<file path="config.mk">
export PLATFORM = sky130hd
export DESIGN_NAME = ckc_ctrl_reg
export DESIGN_NICKNAME = d
export VERILOG_FILES = /design/src/rtl/ckc_pkg.sv /design/src/rtl/ckc_window.sv /design/src/rtl/ckc_fields.sv /design/src/rtl/ckc_ctrl_reg.sv
export SDC_FILE = /design/constraint.sdc
export NUM_CORES = 1
export LEC_CHECK = 0
export BUFFER_PORTS_ARGS = -buffer_cell sky130_fd_sc_hd__buf_2
export CAP_MARGIN = 25
export CORE_AREA = 5 5 42 44
export CTS_CLUSTER_DIAMETER = 100
export CTS_CLUSTER_SIZE = 10
export DETAILED_ROUTE_END_ITERATION = 6
export DIE_AREA = 0 0 47 49
export PLACE_DENSITY = 0.82
export SLEW_MARGIN = 40
export SYNTH_ARGS = -nofsm -noshare
export SYNTH_HDL_FRONTEND = slang
export SYNTH_SLANG_ARGS = --single-unit
</file>
<file path="constraint.sdc">
create_clock -name clk -period 1.85 [get_ports clk]
set_input_delay 0.4625 -clock clk [delete_from_list [all_inputs] [get_ports clk]]
set_output_delay 0.4625 -clock clk [all_outputs]
set_load 0.01 [all_outputs]
</file>
<file path="src/rtl/ckc_pkg.sv">
package ckc_pkg;

    localparam logic [7:0] UNLOCK_PATTERN = 8'h80;

    localparam int BIT_UNLOCK  = 7;
    localparam int BIT_RSV     = 6;
    localparam int BIT_EXT_SEL = 5;
    localparam int BIT_SRC_SEL = 4;
    localparam int BIT_MON_EN  = 3;
    localparam int BIT_SLOW    = 2;

    typedef struct packed {
        logic       ext_sel;
        logic       src_sel;
        logic       mon_en;
        logic       slow_off;
        logic [1:0] mode;
    } ckc_cfg_t;

    function automatic logic is_unlock(input logic [7:0] d);
        return d == UNLOCK_PATTERN;
    endfunction

    function automatic ckc_cfg_t unpack_cfg(input logic [7:0] d);
        ckc_cfg_t c;
        c.ext_sel  = d[BIT_EXT_SEL];
        c.src_sel  = d[BIT_SRC_SEL];
        c.mon_en   = d[BIT_MON_EN];
        c.slow_off = d[BIT_SLOW];
        c.mode     = d[1:0];
        return c;
    endfunction

    function automatic logic [7:0] pack_reg(input logic open, input ckc_cfg_t c);
        return {open, 1'b0, c.ext_sel, c.src_sel, c.mon_en, c.slow_off, c.mode};
    endfunction

endpackage

</file>
<file path="src/rtl/ckc_window.sv">
module ckc_window #(
    parameter int WIN_CYCLES = 4
) (
    input  logic clk,
    input  logic rst,
    input  logic unlock_req,
    input  logic close_req,
    output logic open_o
);
    localparam int CW = (WIN_CYCLES > 1) ? $clog2(WIN_CYCLES) : 1;
    localparam logic [CW-1:0] CNT_LOAD = CW'(WIN_CYCLES - 1);

    logic [CW-1:0] cnt;
    logic          open_q;

    always_ff @(posedge clk) begin
        if (rst) begin
            open_q <= 1'b0;
            cnt    <= '0;
        end else if (!open_q) begin
            if (unlock_req) begin
                open_q <= 1'b1;
                cnt    <= CNT_LOAD;
            end
        end else if (close_req || cnt == '0) begin
            open_q <= 1'b0;
            cnt    <= '0;
        end else begin
            cnt <= cnt - 1'b1;
        end
    end

    assign open_o = open_q;

    AST_WIN_HOLDS: assert property (@(posedge clk) disable iff (rst)
        open_q && !close_req && cnt != '0 |=> open_q);
    AST_WIN_EXPIRES: assert property (@(posedge clk) disable iff (rst)
        open_q && cnt == '0 |=> !open_q);
    AST_WIN_CLOSE_ON_WRITE: assert property (@(posedge clk) disable iff (rst)
        open_q && close_req |=> !open_q);
    AST_WIN_NO_RESTART: assert property (@(posedge clk) disable iff (rst)
        open_q && unlock_req && cnt != '0 |=> cnt == $past(cnt) - 1'b1);

endmodule

</file>
<file path="src/rtl/ckc_fields.sv">
module ckc_fields
    import ckc_pkg::*;
(
    input  logic       clk,
    input  logic       rst,
    input  logic       take,
    input  logic [7:0] wdata,
    input  logic       fail,
    output ckc_cfg_t   cfg_o
);
    ckc_cfg_t cfg_q;
    ckc_cfg_t wr_cfg;

    assign wr_cfg = unpack_cfg(wdata);

    always_ff @(posedge clk) begin
        if (rst) begin
            cfg_q <= '0;
        end else begin
            if (take) begin
                cfg_q.mode     <= wr_cfg.mode;
                cfg_q.slow_off <= wr_cfg.slow_off;
                cfg_q.mon_en   <= wr_cfg.mon_en;
                cfg_q.src_sel  <= wr_cfg.src_sel;
                if (!cfg_q.src_sel) begin
                    cfg_q.ext_sel <= wr_cfg.ext_sel;
                end
            end
            if (fail) begin
                cfg_q.src_sel <= 1'b0;
            end
        end
    end

    assign cfg_o = cfg_q;

    AST_LOCKED_STABLE: assert property (@(posedge clk) disable iff (rst)
        !take && !fail |=> $stable(cfg_q));
    AST_FAIL_CLEARS_SRC: assert property (@(posedge clk) disable iff (rst)
        fail |=> !cfg_q.src_sel);
    AST_EXT_GUARDED: assert property (@(posedge clk) disable iff (rst)
        cfg_q.src_sel |=> $stable(cfg_q.ext_sel));

endmodule

</file>
<file path="src/rtl/ckc_ctrl_reg.sv">
module ckc_ctrl_reg
    import ckc_pkg::*;
#(
    parameter int WIN_CYCLES = 4
) (
    input  logic       clk,
    input  logic       rst,
    input  logic       wr_stb,
    input  logic       addr_hit,
    input  logic [7:0] wdata,
    output logic [7:0] rdata,
    input  logic       mon_fail,
    output logic       unlocked,
    output logic       ext_in_sel,
    output logic       src_sel,
    output logic       mon_en,
    output logic       slow_osc_off,
    output logic [1:0] clk_mode
);
    logic     wr_acc;
    logic     unlock_req;
    logic     cfg_write;
    logic     win_open;
    logic     take;
    ckc_cfg_t cfg;

    assign wr_acc     = wr_stb && addr_hit;
    assign unlock_req = wr_acc && is_unlock(wdata);
    assign cfg_write  = wr_acc && !is_unlock(wdata);
    assign take       = win_open && cfg_write;

    ckc_window #(.WIN_CYCLES(WIN_CYCLES)) u_window (
        .clk        (clk),
        .rst        (rst),
        .unlock_req (unlock_req),
        .close_req  (cfg_write),
        .open_o     (win_open)
    );

    ckc_fields u_fields (
        .clk   (clk),
        .rst   (rst),
        .take  (take),
        .wdata (wdata),
        .fail  (mon_fail),
        .cfg_o (cfg)
    );

    assign rdata        = pack_reg(win_open, cfg);
    assign unlocked     = win_open;
    assign ext_in_sel   = cfg.ext_sel;
    assign src_sel      = cfg.src_sel;
    assign mon_en       = cfg.mon_en;
    assign slow_osc_off = cfg.slow_off;
    assign clk_mode     = cfg.mode;

    AST_OPEN_NEEDS_PATTERN: assert property (@(posedge clk) disable iff (rst)
        $rose(win_open) |-> $past(wr_stb && addr_hit && wdata == 8'h80));
    AST_RSV_READS_ZERO: assert property (@(posedge clk) disable iff (rst)
        $past(wr_acc) |-> rdata[BIT_RSV] == 1'b0);

endmodule

</file>
==> flow_metrics.tcl, run 1 <==
set metrics [dict create \
    pre_cts_ws_ns 0.3582 \
    synth_area_leaders "dfxtp_1 34%, buf_4 11%, nand2b_1 7.1%" \
    min_period_ns 1.389 \
    post-synth-top-count-cell "dfxtp_1" \
    numPortBuffers 26 \
    slowest_delay_ns 0.47 \
    drt_pass1_iterations 4 \
    timing.fmax_mhz 720.2 \
    hold_violations 0 \
    n_antenna_cell 0 \
    rsz0062_at_grt "false" \
    cts_buffer_depth 2 \
    ys_warn_count 0 \
    slowest_stage "dfxtp_1" \
    setup_ws_ns 0.4614 \
    clk_pin_slew_ns 0.06 \
    htree_num_levels 1 \
    route.detailed.drc 0 \
    synthArstFlopShare 0 \
    start_kind "flip-flop" \
    rrSetupSlack_ns 0.53 \
    die_w_um 47 \
    finalSetupViolCount 0 \
    synth_seq_cells 9 \
    worstPathCellList "buf_2" \
    layout-drive-gt1-share 0.4595 \
    busiest_layer "met2" \
    wirelength_um 1102 \
    synthCells 53 \
    syn_avg_cell_area_um2 9.939 \
    post_cts_buffers 0 \
    r2r_end "u_fields.cfg_o[4]" \
    ys_seq_area_frac 0.3420 \
    syn-cell-area_um2 526.8 \
    synth_top_area_cell "dfxtp_1" \
    grt_use_total 0.1030 \
    synth-edff-count 0 \
    min_path_type "flip-flop to flip-flop" \
    use_met2 0.1471 \
    critPathBufInv 1 \
    ioPinCount 28 \
    critPathKind "flip-flop to output pin" \
    grt_use_met1 0.1347 \
    status "completed" \
    start_util 0.3759 \
    drt_iter0_drc 7 \
    critPathMaxFanout 7 \
    cp.required_ns 1.39 \
    grt_pass1_vias 395 \
    row_count 14 \
    slew_violations 0 \
    vdd_ir_drop_max_mv 0.2997 \
    hold_ws_ns 0.4714 \
    cts_made_buffers 3 \
    ant_nets 0 \
    max-cap-violations 0 \
    core_area_mm2 0.001401 \
    cts_sinks 9 \
    cts_root_buf "clkbuf_4" \
    dieHeight_um 49 \
    syn-num-nets 67 \
    ys_types 20 \
    crit_cells 1 \
    area_delta_synth_final_pct 21.38 \
    r2r_cells 3 \
    place_congestion 0.7251 \
    pwr_density_cell_mw_per_mm2 597.7 \
    synthFlopType "dfxtp_1" \
    synthTopCellsByCount "9 x dfxtp_1, 8 x buf_4, 6 x nand2b_1, 4 x nor3b_1, 4 x o21bai_1" \
    clk_latency_ns 0.26 \
    hold_buffers 0 \
    vias 435 \
    clock_skew_ns 0.005747 \
    rr_startpoint "u_window.open_o" \
    p_leak_nw 0.2912 \
    synth_top_area_frac 0.3420 \
    ctsResizeCount 0 \
    wl_per_cell_um 12.24 \
    setup_tns_ns 0 \
    overflow 0 \
    grt_start_max_net_pins 13 \
    fp.dieArea_mm2 0.002303 \
    end_kind "output pin" \
    cp-endpoint "rdata[7]" \
    cts_tree "done" \
    crit_arrival_ns 0.93 \
    critPathTopFamily "flip-flops" \
    antenna_found_initial 0 \
    viasPerCell 4.833 \
    min_from "u_window.cnt[1]" \
    grt_use_met3 0.04059 \
    finalCritPeriodShare 0.7506 \
    grt_first_pass_wirelength_um 1780 \
    fin_nets 89 \
    dp_hpwl_um 865.4 \
    critPathLaunch "u_window.open_o" \
]
[sequential cells by signal, summed over array words and instances, names as in the netlist]
| register | count |
|---|---|
| u_fields.cfg_o | 6 |
| u_window.cnt | 2 |
| u_window.open_o | 1 |
[power breakdown]
group	total (W)	internal (W)	switching [W]
logic	0.0000368	0.0000180	0.0000188
registers	0.000194	0.000194	0.000000114
clock network	0.000151	0.0000830	0.0000683
[layout make-up]
type | instances | area (um^2)
Fill cell | 144 | 762.0
Multi-Input combinational cell | 33 | 275.3
Sequential cell | 9 | 180.2
Timing Repair Buffer | 26 | 130.1
Clock buffer | 4 | 26.28
Tap cell | 16 | 20.02
Inverter | 2 | 7.507
[through the flow]
stage          total power, W    util  area, um^2  std cells
5_1_grt             0.0004066  0.4563       639.4         90
3_5_place_dp        0.0002350  0.4375       613.1         86
6_report            0.0003822  0.4563       639.4         90
4_1_cts             0.0003837  0.4563       639.4         90
3_3_place_gp        0.0002343  0.4375       613.1         86
2_1_floorplan       0.0002153       -       526.8         53
[placed cells by master, fill, tap and decap left out]
cell type,synthesis,final
buf_2,0,26
dfxtp_1,9,9
nand2b_1,6,6
nor3b_1,4,4
o21bai_1,4,4
a211oi_1,3,3
a21o_1,3,3
clkbuf_4,0,3
inv_1,2,2
nand2_1,2,2
mux2i_1,2,2
nor4b_4,1,1
nor4_4,1,1
nand3_2,1,1
a21oi_2,1,1
nor2_1,1,1
a41oi_2,1,1
nor3_1,1,1
ha_1,1,1
conb_1,1,1
clkbuf_1,1,1
[layer usage]
layer	up-vias	part of all wire
li1	217	-
met2	20	0.43
met5	-	0
met4	0	0.0045
met1	196	0.44
met3	2	0.11
[how the worst min path moves through the flow]
| stage | to | slack [ns] | cells after the start |
|---|---|---|---|
| 2_1_floorplan | u_window.cnt[1] | 0.44 | 2 |
| 3_3_place_gp | u_window.cnt[1] | 0.45 | 2 |
| 3_5_place_dp | u_window.cnt[1] | 0.46 | 2 |
| 4_1_cts | u_window.cnt[1] | 0.47 | 2 |
| 5_1_grt | u_fields.cfg_o[5] | 0.49 | 3 |
| 6_report | u_window.cnt[1] | 0.47 | 2 |
[kinds of logic after synthesis]
group | Yosys count | synth area share
flip-flops | 9 | 0.3420
other | 1 | 0.007119
AO/OA/AOI/OAI | 12 | 0.1900
multiplexers | 2 | 0.03801
buffers and inverters | 11 | 0.1354
adder cells (fa/ha/maj) | 1 | 0.02375
AND/OR/NAND/NOR | 17 | 0.2637
Power figures use the tool's default switching activity.
==> run 2: changes to the inputs <==
--- a/config.mk
+++ b/config.mk
@@ -7,11 +7,11 @@
 export LEC_CHECK = 0
 export BUFFER_PORTS_ARGS = -buffer_cell sky130_fd_sc_hd__buf_2
 export CAP_MARGIN = 25
-export CORE_AREA = 5 5 42 44
+export CORE_MARGIN = 5
+export CORE_UTILIZATION = 38
 export CTS_CLUSTER_DIAMETER = 100
 export CTS_CLUSTER_SIZE = 10
 export DETAILED_ROUTE_END_ITERATION = 6
-export DIE_AREA = 0 0 47 49
 export PLACE_DENSITY = 0.82
 export SLEW_MARGIN = 40
 export SYNTH_ARGS = -nofsm -noshare
==> constraint.sdc (replaced) <==
create_clock -name clk -period 1.15 [get_ports clk]
set_input_delay 0.2875 -clock clk [delete_from_list [all_inputs] [get_ports clk]]
set_output_delay 0.2875 -clock clk [all_outputs]
set_load 0.01 [all_outputs]
==> run 2 against run 1 <==
Net effect:
- utilization up 12 points
- die area decreased by 3.1%
- largest power group unchanged
- cell count up 5.6%
- first-iteration DRC count is 14% higher
- wire length grew 14%
- hold slack worse by 0.15 ns
- critical path depth grew 3
- sequential power is 60% higher
- register-to-register slack got worse by 0.49 ns
- worst setup slack worse by 0.45 ns
- clock skew decreased by 0.0019 ns
- final area increased by 17%
==> flow_metrics.tcl, run 2 (synthesis results as in run 1) <==
set metrics [dict create \
    cts_root_buf "clkbuf_4" \
    pwr_density_cell_mw_per_mm2 817.7 \
    drt_iter0_drc 8 \
    timing.fmax_mhz 878.3 \
    multi_input_area_um2 305.3 \
    fp.dieArea_mm2 0.002231 \
    viasPerCell 4.853 \
    fillers 130 \
    crit_cells 4 \
    rrSetupSlack_ns 0.04 \
    p_leak_nw 0.3346 \
    slowest_delay_ns 0.40 \
    swShare 0.2112 \
    wl_per_cell_um 13.21 \
    dieHeight_um 47.23 \
    ioPinCount 28 \
    vdd_ir_drop_max_mv 0.6242 \
    clk_latency_ns 0.25 \
    min_from "wdata[4]" \
    drt_pass1_iterations 2 \
    setup_tns_ns 0 \
    p_switching_w 0.0001292 \
    hold_buffers 0 \
    finalSetupViolCount 0 \
    hold_violations 0 \
    grt_start_max_net_pins 12 \
    pre_cts_ws_ns -0.1932 \
    clock_skew_ns 0.003885 \
    wirelength_um 1255 \
    rsz0062_at_grt "true" \
    power.internal_w 0.0004826 \
    place_congestion 0.7118 \
    core_area_mm2 0.001301 \
    max-cap-violations 0 \
    crit_arrival_ns 1.30 \
    vias 461 \
    fin_nets 95 \
    layout-drive-gt1-share 0.6000 \
    antenna_found_initial 0 \
    start_kind "input pin" \
    critPathKind "input pin to flip-flop" \
    comb_power_share 0.121 \
    clockPowerShare 0.373 \
    start_util 0.4048 \
    cts_buffer_depth 2 \
    final_common_cell "buf_2" \
    final_cell_mix "22 x buf_2, 6 x nand2b_1, 6 x dfxtp_1, 5 x buf_6, 5 x buf_4" \
    grt_first_pass_wirelength_um 2145 \
    ant_nets 0 \
    status "completed" \
    slowest_stage "nor4_4" \
    end_kind "flip-flop" \
    min_path_type "input pin to flip-flop" \
    clk_pin_slew_ns 0.05 \
    r2r_cells 5 \
    min_to "u_fields.cfg_o[4]" \
    overflow 0 \
    fin_util 0.5750 \
    worstPathCellList "buf_2, nor4_4, a41oi_2, a211oi_2" \
    min_period_ns 1.139 \
    total_power_w 0.0006118 \
    rr_startpoint "u_window.cnt[0]" \
    htree_num_levels 1 \
    route.detailed.drc 0 \
    grt_use_total 0.1394 \
    dp_hpwl_um 1033 \
    setup_ws_ns 0.01149 \
    numPortBuffers 26 \
    critPathTopFamily "compound AO/OA/AOI/OAI gates" \
    finalCritPeriodShare 0.9900 \
    cts_tree "done" \
    cp.required_ns 1.31 \
    r2r_end "u_window.cnt[1]" \
    critPathBufInv 1 \
    slew_violations 0 \
    seqPwrFrac 0.507 \
    n_antenna_cell 0 \
    row_count 13 \
    grt_pass1_vias 498 \
    hold_path_depth 3 \
    cts_sinks 9 \
    hold_ws_ns 0.3220 \
    critPathMaxFanout 3 \
    largest_reg_flops 6 \
    cts_made_buffers 3 \
    final-seq-area_um2 186.4 \
    die_w_um 47.23 \
    area_delta_synth_final_pct 42.04 \
]
## run 2: power by group through the flow
| stage | registers, W | logic, W | clock network [W] |
|---|---|---|---|
| final | 0.000310 | 0.0000738 | 0.000228 |
| after global routing | 0.000310 | 0.0000800 | 0.000253 |
| after CTS | 0.000312 | 0.0000689 | 0.000235 |
| after detailed placement | 0.000319 | 0.0000680 | 0 |
| after global placement | 0.000319 | 0.0000653 | 0 |
| after floorplan | 0.000319 | 0.0000272 | 0 |
## run 2: area by class of cell
| cell class | instances | share of cell area |
|---|---|---|
| Multi-Input combinational cell | 33 | 0.4080 |
| Tap cell | 15 | 0.02508 |
| Inverter | 2 | 0.01003 |
| Clock buffer | 4 | 0.03512 |
| Timing Repair Buffer | 32 | 0.2726 |
| Sequential cell | 9 | 0.2492 |
## run 2: per-layer routing
metal / GRT usage / vias to the layer above / wire, um
met5: 0 / - / 0
met4: 0.06630 / 0 / 9
met3: 0.04215 / 2 / 127
met2: 0.2353 / 20 / 626
met1: 0.1584 / 208 / 492
li1: - / 231 / -
## run 2: worst min-delay path: cells and delay by family
kind	cells	cell delay, ns
mux	1	0.06
buf+inv	1	0.12
simple gates	1	0.05
## run 2: repair_timing
action                                  CTS  global route
pin swaps                                 3             2
buffers inserted                          0             1
endpoints found under the setup margin    4            10
resized for setup                         7            10
## run 2: worst max path at each step
stage,start,endpoint,slack [ns]
final,wdata[2],u_window.cnt[0],0.01
after global routing,u_window.open_o,u_fields.cfg_o[5],-0.03
after CTS,u_window.open_o,rdata[7],0.001
after detailed placement,wdata[4],u_window.cnt[0],-0.19
after global placement,wdata[4],u_window.cnt[1],-0.12
after floorplan,u_window.cnt[0],u_window.cnt[0],0.05
## run 2: metrics by stage
stage / cell area (um^2) / std cells
2_1_floorplan: 528.0 / 53
3_3_place_gp: 650.6 / 90
3_5_place_dp: 650.6 / 90
4_1_cts: 695.7 / 94
5_1_grt: 748.2 / 95
6_report: 748.2 / 95
